`src/rtl/asc_map_pkg.sv`:
```
package asc_map_pkg;
  localparam int BANK_W   = 8;
  localparam int OFS_W    = 13;
  localparam int NUM_WIN  = 4;
  localparam int SRAM_WIN = 2;

  // Strobes from the write decoder to the mapping registers
  typedef struct packed {
    logic [NUM_WIN-1:0]             bankLoad;
    logic [NUM_WIN-1:0][BANK_W-1:0] bankVal;
    logic [SRAM_WIN-1:0]            flagLoad;
    logic [SRAM_WIN-1:0]            flagVal;
  } mapStrobe_t;
endpackage

```
`src/rtl/bank_mapper_ctrl.sv`:
```
module bank_mapper_ctrl
  import asc_map_pkg::*;
(
  input  logic        cfgWide,
  input  logic        cfgSramEn,
  input  logic        slotSel,
  input  logic        cpuWr,
  input  logic [15:0] cpuAddr,
  input  logic [7:0]  cpuWrData,
  output mapStrobe_t  strobe
);
  logic              regWr;
  logic [1:0]        sub;
  logic [BANK_W-1:0] val;
  logic [1:0]        idx;

  assign regWr = cpuWr && slotSel && (cpuAddr[15:13] == 3'b011);
  assign sub   = cpuAddr[12:11];
  // with RAM enabled only the low nibble is a bank number
  assign val   = cfgSramEn ? {4'b0000, cpuWrData[3:0]} : cpuWrData;

  always_comb begin
    strobe = '0;
    idx    = '0;
    if (regWr) begin
      if (!cfgWide) begin
        strobe.bankLoad[sub] = 1'b1;
        strobe.bankVal[sub]  = val;
        if (cfgSramEn && sub[1]) begin
          strobe.flagLoad = '1;
          strobe.flagVal  = {SRAM_WIN{|cpuWrData[7:4]}};
        end
      end else if (!sub[0]) begin
        for (int i = 0; i < 2; i++) begin
          idx = {sub[1], i[0]};
          strobe.bankLoad[idx] = 1'b1;
          strobe.bankVal[idx]  = {val[BANK_W-2:0], i[0]};
        end
        if (cfgSramEn && sub[1]) begin
          strobe.flagLoad = '1;
          strobe.flagVal  = {1'b0, cpuWrData[4]};
        end
      end
    end
  end
endmodule

```
`src/rtl/bank_mapper_dp.sv`:
```
module bank_mapper_dp
  import asc_map_pkg::*;
#(
  parameter int ROM_BANKS = 32
)(
  input  logic                        clk,
  input  logic                        rstN,
  input  mapStrobe_t                  strobe,
  input  logic                        cfgSramEn,
  input  logic                        slotSel,
  input  logic                        cpuWr,
  input  logic [15:0]                 cpuAddr,
  output logic [BANK_W+OFS_W-1:0]     romAddr,
  output logic                        sramSel,
  output logic                        sramWe,
  output logic [NUM_WIN-1:0][BANK_W-1:0] bankQ,
  output logic [SRAM_WIN-1:0]         flagQ
);
  localparam logic [BANK_W-1:0] BANK_MASK = BANK_W'(ROM_BANKS - 1);

  logic       inRange;
  logic [1:0] win;

  for (genvar w = 0; w < NUM_WIN; w++) begin : g_bank
    always_ff @(posedge clk) begin
      if (!rstN)                  bankQ[w] <= '0;
      else if (strobe.bankLoad[w]) bankQ[w] <= strobe.bankVal[w];
    end
  end

  for (genvar s = 0; s < SRAM_WIN; s++) begin : g_flag
    always_ff @(posedge clk) begin
      if (!rstN)                  flagQ[s] <= 1'b0;
      else if (strobe.flagLoad[s]) flagQ[s] <= strobe.flagVal[s];
    end
  end

  assign inRange = cpuAddr[15] ^ cpuAddr[14];
  assign win     = {cpuAddr[15], cpuAddr[13]};

  assign romAddr = inRange ? {bankQ[win] & BANK_MASK, cpuAddr[OFS_W-1:0]}
                           : {{BANK_W{1'b0}}, cpuAddr[OFS_W-1:0]};
  assign sramSel = slotSel && cfgSramEn && inRange && cpuAddr[15] && flagQ[cpuAddr[13]];
  assign sramWe  = sramSel && cpuWr;
endmodule

```
`src/rtl/bank_mapper.sv`:
```
module bank_mapper
  import asc_map_pkg::*;
#(
  parameter int ROM_BANKS = 32
)(
  input  logic                    clk,
  input  logic                    rstN,
  input  logic                    cfgWide,
  input  logic                    cfgSramEn,
  input  logic                    slotSel,
  input  logic                    cpuWr,
  input  logic [15:0]             cpuAddr,
  input  logic [7:0]              cpuWrData,
  output logic [BANK_W+OFS_W-1:0] romAddr,
  output logic                    sramSel,
  output logic                    sramWe
);
  mapStrobe_t                     strobe;
  logic [NUM_WIN-1:0][BANK_W-1:0] bankQ;
  logic [SRAM_WIN-1:0]            flagQ;

  bank_mapper_ctrl u_ctrl (
    .cfgWide(cfgWide), .cfgSramEn(cfgSramEn), .slotSel(slotSel), .cpuWr(cpuWr),
    .cpuAddr(cpuAddr), .cpuWrData(cpuWrData), .strobe(strobe)
  );

  bank_mapper_dp #(.ROM_BANKS(ROM_BANKS)) u_dp (
    .clk(clk), .rstN(rstN), .strobe(strobe), .cfgSramEn(cfgSramEn),
    .slotSel(slotSel), .cpuWr(cpuWr), .cpuAddr(cpuAddr), .romAddr(romAddr),
    .sramSel(sramSel), .sramWe(sramWe), .bankQ(bankQ), .flagQ(flagQ)
  );
endmodule

```
`config.mk`:
```
export PLATFORM = sky130hd
export DESIGN_NAME = bank_mapper
export DESIGN_NICKNAME = d
export VERILOG_FILES = /design/src/rtl/asc_map_pkg.sv /design/src/rtl/bank_mapper_ctrl.sv /design/src/rtl/bank_mapper_dp.sv /design/src/rtl/bank_mapper.sv
export SDC_FILE = /design/constraint.sdc
export NUM_CORES = 1
export LEC_CHECK = 0
export BUFFER_PORTS_ARGS = -buffer_cell sky130_fd_sc_hd__buf_2
export CAP_MARGIN = 40
export CORE_MARGIN = 1
export CORE_UTILIZATION = 50
export CTS_CLUSTER_DIAMETER = 40
export CTS_CLUSTER_SIZE = 8
export DETAILED_ROUTE_END_ITERATION = 10
export GPL_TIMING_DRIVEN = 0
export PLACE_DENSITY = 0.81
export SYNTH_ARGS = -nofsm -noshare
export SYNTH_HDL_FRONTEND = slang
export SYNTH_SLANG_ARGS = --single-unit
```
`constraint.sdc`:
```
create_clock -name clk -period 3.6 [get_ports clk]
set_clock_uncertainty 0.1 [all_clocks]
set_input_delay 0.54 -clock clk [delete_from_list [all_inputs] [get_ports clk]]
set_output_delay 0.54 -clock clk [all_outputs]
set_load 0.05 [all_outputs]
```
==> results.py, run 1 <==
metrics = {
    "outcome": {
        "status": "complete, no violations",
    },
    "worst_setup_path": {
        "r2r_slack_ns": 2.50,
        "cp.required_ns": 2.96,
        "end_kind": "output port",
        "crit_fanout": 6,
        "start_kind": "input pin",
        "critPathKind": "input pin to output port",
        "cp_data_arrival_time_ns": 1.59,
        "rr_worst_depth": 3,
    },
    "global_routing": {
        "antenna_found_initial": 0,
        "track_usage": 0.217,
        "grt_pass1_vias": 1186,
        "grt_pass1_wl_um": 5250,
        "grt_max_degree": 14,
        "grt_overflow": 0,
    },
    "synth": {
        "yosys_warnings": 0,
        "synth.area.top_cells": "dfxtp_1 31%, mux2i_1 12%, buf_4 9.0%",
        "synth_largest_area_cell": "dfxtp_1",
        "syn_area_mm2": 0.00142,
        "synth_cells": 145,
        "synth_common_cells": "22 x dfxtp_1, 19 x nand2_1, 17 x buf_4, 17 x mux2i_1",
        "avgSynthCellArea_um2": 9.80,
        "synth-main-ff-cell": "dfxtp_1",
        "synth_edf_count": 0,
        "synth_most_common_cell": "dfxtp_1",
        "ys_seq_elements": 22,
        "synth_cell_types": 41,
        "yosysSeqAreaShare": 0.310,
        "async_flop_share": 0,
        "synth_top_area_frac": 0.310,
    },
    "clock_network": {
        "cts.sinks": 22,
        "cts_resized": 0,
        "cts_root_buf": "clkbuf_4",
        "post_cts_buffers": 0,
        "cts_buffers": 3,
        "cts_buffer_depth": 2,
        "htree_levels": 1,
        "tritoncts": "done",
        "path_clk_slew_ns": 0.13,
        "cts_hold_buf": 0,
        "clk_latency_ns": 0.33,
    },
    "floorplanning": {
        "start_util": 0.549,
        "num_rows": 18,
        "ios": 53,
        "die_w_um": 55.3,
        "coreArea_mm2": 0.00259,
        "die_area_mm2": 0.00306,
        "die_height_um": 55.3,
    },
    "sta": {
        "drv_slew": 0,
        "min_period_ns": 2.23,
        "final.period_utilization": 0.619,
        "fin_setup_tns_ns": 0,
        "whs_ns": 0.367,
        "hold_violations": 0,
        "max_freq_mhz": 448,
        "setup_viol": 0,
        "rsz0062_at_grt": "false",
    },
    "finish": {
        "syn2layout_area_growth_pct": 19.2,
        "fin_nets": 217,
        "drive_gt1_frac": 0.403,
        "diodes": 0,
    },
    "routing": {
        "routed_wl_um": 3190,
        "route.vias.total": 1250,
        "drt_iter0_drc": 43,
        "drc": 0,
        "antenna_left": 0,
        "dr.pass1.iters": 7,
        "wl_per_cell_um": 14.8,
        "vias_per_cell": 5.79,
    },
    "worst_hold_path": {
        "hold_class": "register to register",
        "whs_path_depth": 2,
    },
    "place": {
        "gp_congestion": 0.829,
        "dp_hpwl_um": 2530,
        "port_buffers": 35,
    },
    "power_and_ir_drop": {
        "vdd_drop_max_mv": 0.389,
        "leakage_nw": 0.725,
        "power-per-cell-area_mw_per_mm2": 333,
    },
    "job": {
        "max-cap-violations": 0,
    },
}
[area by class of cell]
class / count / area [µm²]
Fill cell: 223 / 896
Multi-Input combinational cell: 97 / 808
Sequential cell: 22 / 440
Timing Repair Buffer: 35 / 175
Buffer: 25 / 169
Tap cell: 30 / 37.5
Clock inverter: 1 / 30.0
Clock buffer: 3 / 22.5
Inverter: 3 / 11.3
[worst max-delay path: stages]
cell	delay, ns
buf_2	0.15
mux4_1	0.55
a21boi_0	0.13
buf_2	0.22
[cells in the final DEF, fill, tap and decap left out, drive strengths merged, types with 3 or more instances in the layout]
| cell | n |
|---|---|
| conb | 3 |
| mux2i | 17 |
| clkbuf | 7 |
| o22a | 4 |
| nor3 | 5 |
| o221a | 8 |
| nand2b | 5 |
| inv | 3 |
| nand2 | 19 |
| and2 | 3 |
| mux2 | 3 |
| o22ai | 3 |
| dfxtp | 22 |
| buf | 56 |
[flip-flops by register name, summed over array words and instances (netlist names)]
signal,flops
u_dp.bankQ,20
u_dp.flagQ,2
[cell families after synthesis]
| family | after synthesis | synth area share |
|---|---|---|
| muxes | 22 | 0.180 |
| DFF | 22 | 0.310 |
| AOI/OAI and AO/OA | 29 | 0.190 |
| and+or+nand+nor | 42 | 0.184 |
| other | 1 | 0.00264 |
| buffers and inverters | 28 | 0.127 |
| xor gates and xnor gates | 1 | 0.00616 |
[stage by stage]
stage                     worst slack, ns  total power [mW]  utilization  instances  instance area [µm²]
after floorplan                     0.478             0.343            -        147                 1430
after global placement               1.37             0.370        0.634        212                 1640
after detailed placement             1.37             0.372        0.634        212                 1640
after CTS                            1.37             0.566        0.654        216                 1690
after global routing                 1.24             0.584        0.654        216                 1690
final                                1.37             0.564        0.654        216                 1690
[power breakdown]
| group | switching [mW] | internal, mW |
|---|---|---|
| registers | 0.000821 | 0.245 |
| clock network | 0.0836 | 0.113 |
| logic | 0.0785 | 0.0434 |
| total | 0.163 | 0.401 |
[worst paths after layout]
kind,start,to
setup / recovery,cpuAddr[15],romAddr[17]
hold / removal,u_dp.bankQ[0],u_dp.bankQ[0]
setup reg to reg,u_dp.bankQ[8],u_dp.bankQ[8]
hold reg to reg,u_dp.bankQ[0],u_dp.bankQ[0]
[routing by layer]
| layer | track usage | up-vias | wire, µm |
|---|---|---|---|
| met5 | 0 | - | 0 |
| met4 | 0.0893 | 0 | 49 |
| met3 | 0.0398 | 6 | 262 |
| met2 | 0.375 | 66 | 1500 |
| met1 | 0.265 | 576 | 1380 |
| li1 | - | 602 | - |
Note: power is estimated with default switching activity, not from simulation.
==> inputs of run 2 (changes only) <==
CORE_UTILIZATION = 44   (was 50)
PLACE_DENSITY = 0.75   (was 0.81)
clock period = 1.9 ns   (was 3.6 ns; I/O delays follow)
==> run 2 against run 1 <==
  * Worst hold slack lost 0.21 ns
  * Sequential share of layout area grew 0.11 points
  * Critical endpoint is now romAddr[13]
  * Non-clock buffer count is the same
  * Cell area grew 0.44%
  * Total power grew 70%
==> results.py, run 2 (synthesis results as in run 1) <==
metrics = {
    "power_and_ir_drop": {
        "power_frac_comb": 0.242,
        "sw_frac_of_total": 0.310,
        "leakage_nw": 0.706,
        "p_int_mw": 0.663,
        "p_seq_frac": 0.484,
        "power_frac_clock": 0.273,
        "power-per-cell-area_mw_per_mm2": 565,
        "switchingPower_mw": 0.298,
        "vdd_drop_max_mv": 0.221,
    },
    "finish": {
        "fin_nets": 217,
        "fin_util": 0.557,
        "largest_register_ffs": 20,
        "drive_gt1_frac": 0.435,
        "final_cell_mix": "36 x buf_2, 19 x buf_4, 19 x nand2_1, 19 x dfxtp_1, 17 x mux2i_1",
        "top_regs": "u_dp.bankQ: 20 flops, u_dp.flagQ: 2 flops",
        "regMostFlops": "u_dp.bankQ",
        "syn2layout_area_growth_pct": 19.7,
        "mostFrequentLayoutCell": "buf_2",
        "diodes": 0,
    },
    "worst_setup_path": {
        "end_kind": "output port",
        "crit_fanout": 3,
        "timing.rr.start": "u_dp.bankQ[8]",
        "r2r_end": "u_dp.bankQ[8]",
        "cp.required_ns": 1.51,
        "critPathKind": "register to output port",
        "rr_worst_depth": 3,
        "r2r_slack_ns": 0.84,
        "start_kind": "register",
        "cp_data_arrival_time_ns": 1.46,
    },
    "global_routing": {
        "grt_max_degree": 13,
        "grt_pass1_wl_um": 5150,
        "grt_overflow": 0,
        "antenna_found_initial": 0,
        "track_usage": 0.199,
        "grt_pass1_vias": 1161,
    },
    "clock_network": {
        "path_clk_slew_ns": 0.12,
        "cts_root_buf": "clkbuf_4",
        "cts_buffer_depth": 2,
        "htree_levels": 1,
        "clk_latency_ns": 0.31,
        "cts.sinks": 22,
        "cts_buffers": 3,
        "post_cts_buffers": 0,
        "cts_hold_buf": 0,
        "tritoncts": "done",
    },
    "sta": {
        "setup_viol": 0,
        "hold_violations": 0,
        "min_period_ns": 1.85,
        "drv_slew": 0,
        "final.period_utilization": 0.973,
        "rsz0062_at_grt": "false",
        "setup_slack_ns": 0.0507,
        "max_freq_mhz": 541,
    },
    "routing": {
        "drt_iter0_drc": 40,
        "route.vias.total": 1265,
        "dr.pass1.iters": 4,
        "antenna_left": 0,
        "vias_per_cell": 5.50,
        "drc": 0,
        "wl_per_cell_um": 14.6,
        "routed_wl_um": 3370,
    },
    "place": {
        "gp_congestion": 0.798,
        "dp_hpwl_um": 2650,
        "pre_cts_ws_ns": 0.142,
        "port_buffers": 35,
    },
    "job": {
        "max-cap-violations": 0,
    },
    "floorplanning": {
        "num_rows": 20,
        "ios": 53,
        "die_w_um": 58.8,
        "coreArea_mm2": 0.00305,
        "start_util": 0.466,
        "die_height_um": 58.8,
        "die_area_mm2": 0.00346,
    },
    "worst_hold_path": {
        "worstHoldStart": "cpuWrData[4]",
        "worstHoldEndpoint": "u_dp.flagQ[0]",
        "whs_path_depth": 2,
        "hold_class": "input pin to register",
    },
    "outcome": {
        "status": "complete, no violations",
    },
}
-- run 2: critical path, cell delays in order (launching register included) --
cell	delay (ns)
dfxtp_2	0.35
mux4_2	0.46
a21boi_1	0.14
buf_4	0.20
-- run 2: metal layers --
layer,share of wire,up-vias,wire length (µm),global-route usage
li1,-,602,-,-
met2,0.50,62,1670,0.372
met3,0.075,6,251,0.0308
met5,0,-,0,0
met1,0.42,595,1400,0.232
met4,0.013,0,45,0.0578
-- run 2: final cells by class --
| class | count | area [µm²] |
|---|---|---|
| multi-input cells | 97 | 806 |
| inverters | 3 | 11.3 |
| clock buffers | 4 | 36.3 |
| flip-flops and latches | 22 | 444 |
| plain buffers | 25 | 169 |
| well taps | 44 | 55.1 |
| fillers | 306 | 1350 |
| repair buffers | 35 | 180 |
-- run 2: worst max-delay path by stage --
stage | to | startpoint | depth (start not counted) | slack, ns
3_3_place_gp | romAddr[13] | cpuAddr[15] | 4 | 0.17
2_1_floorplan | sramWe | cpuAddr[13] | 4 | -0.24
5_1_grt | romAddr[17] | u_dp.bankQ[20] | 3 | 0.02
6_report | romAddr[13] | u_dp.bankQ[24] | 3 | 0.05
4_1_cts | romAddr[13] | u_dp.bankQ[16] | 3 | 0.009
3_5_place_dp | romAddr[17] | cpuAddr[15] | 4 | 0.14
-- run 2: metrics by stage --
stage | total power, mW | TNS (ns) | hold slack, ns | instance area [µm²] | instances
after detailed placement | 0.706 | 0 | 0.358 | 1660 | 226
after global routing | 0.993 | 0 | 0.175 | 1700 | 230
after floorplan | 0.650 | -0.244 | 0.330 | 1430 | 147
after CTS | 0.960 | 0 | 0.161 | 1700 | 230
after global placement | 0.703 | 0 | 0.343 | 1660 | 226
final | 0.961 | 0 | 0.158 | 1700 | 230
-- run 2: power by group through the flow --
stage	Combinational [mW]	Sequential (mW)	Clock, mW
2_1_floorplan	0.175	0.475	0
3_3_place_gp	0.227	0.476	0
3_5_place_dp	0.230	0.476	0
4_1_cts	0.232	0.465	0.263
5_1_grt	0.248	0.466	0.279
6_report	0.233	0.465	0.263
-- run 2: what timing repair did --
action                     in CTS  in global routing
resized for setup               3                  5
setup endpoints to repair       1                  1
pin swaps                       0                  0
gates cloned                    0                  0
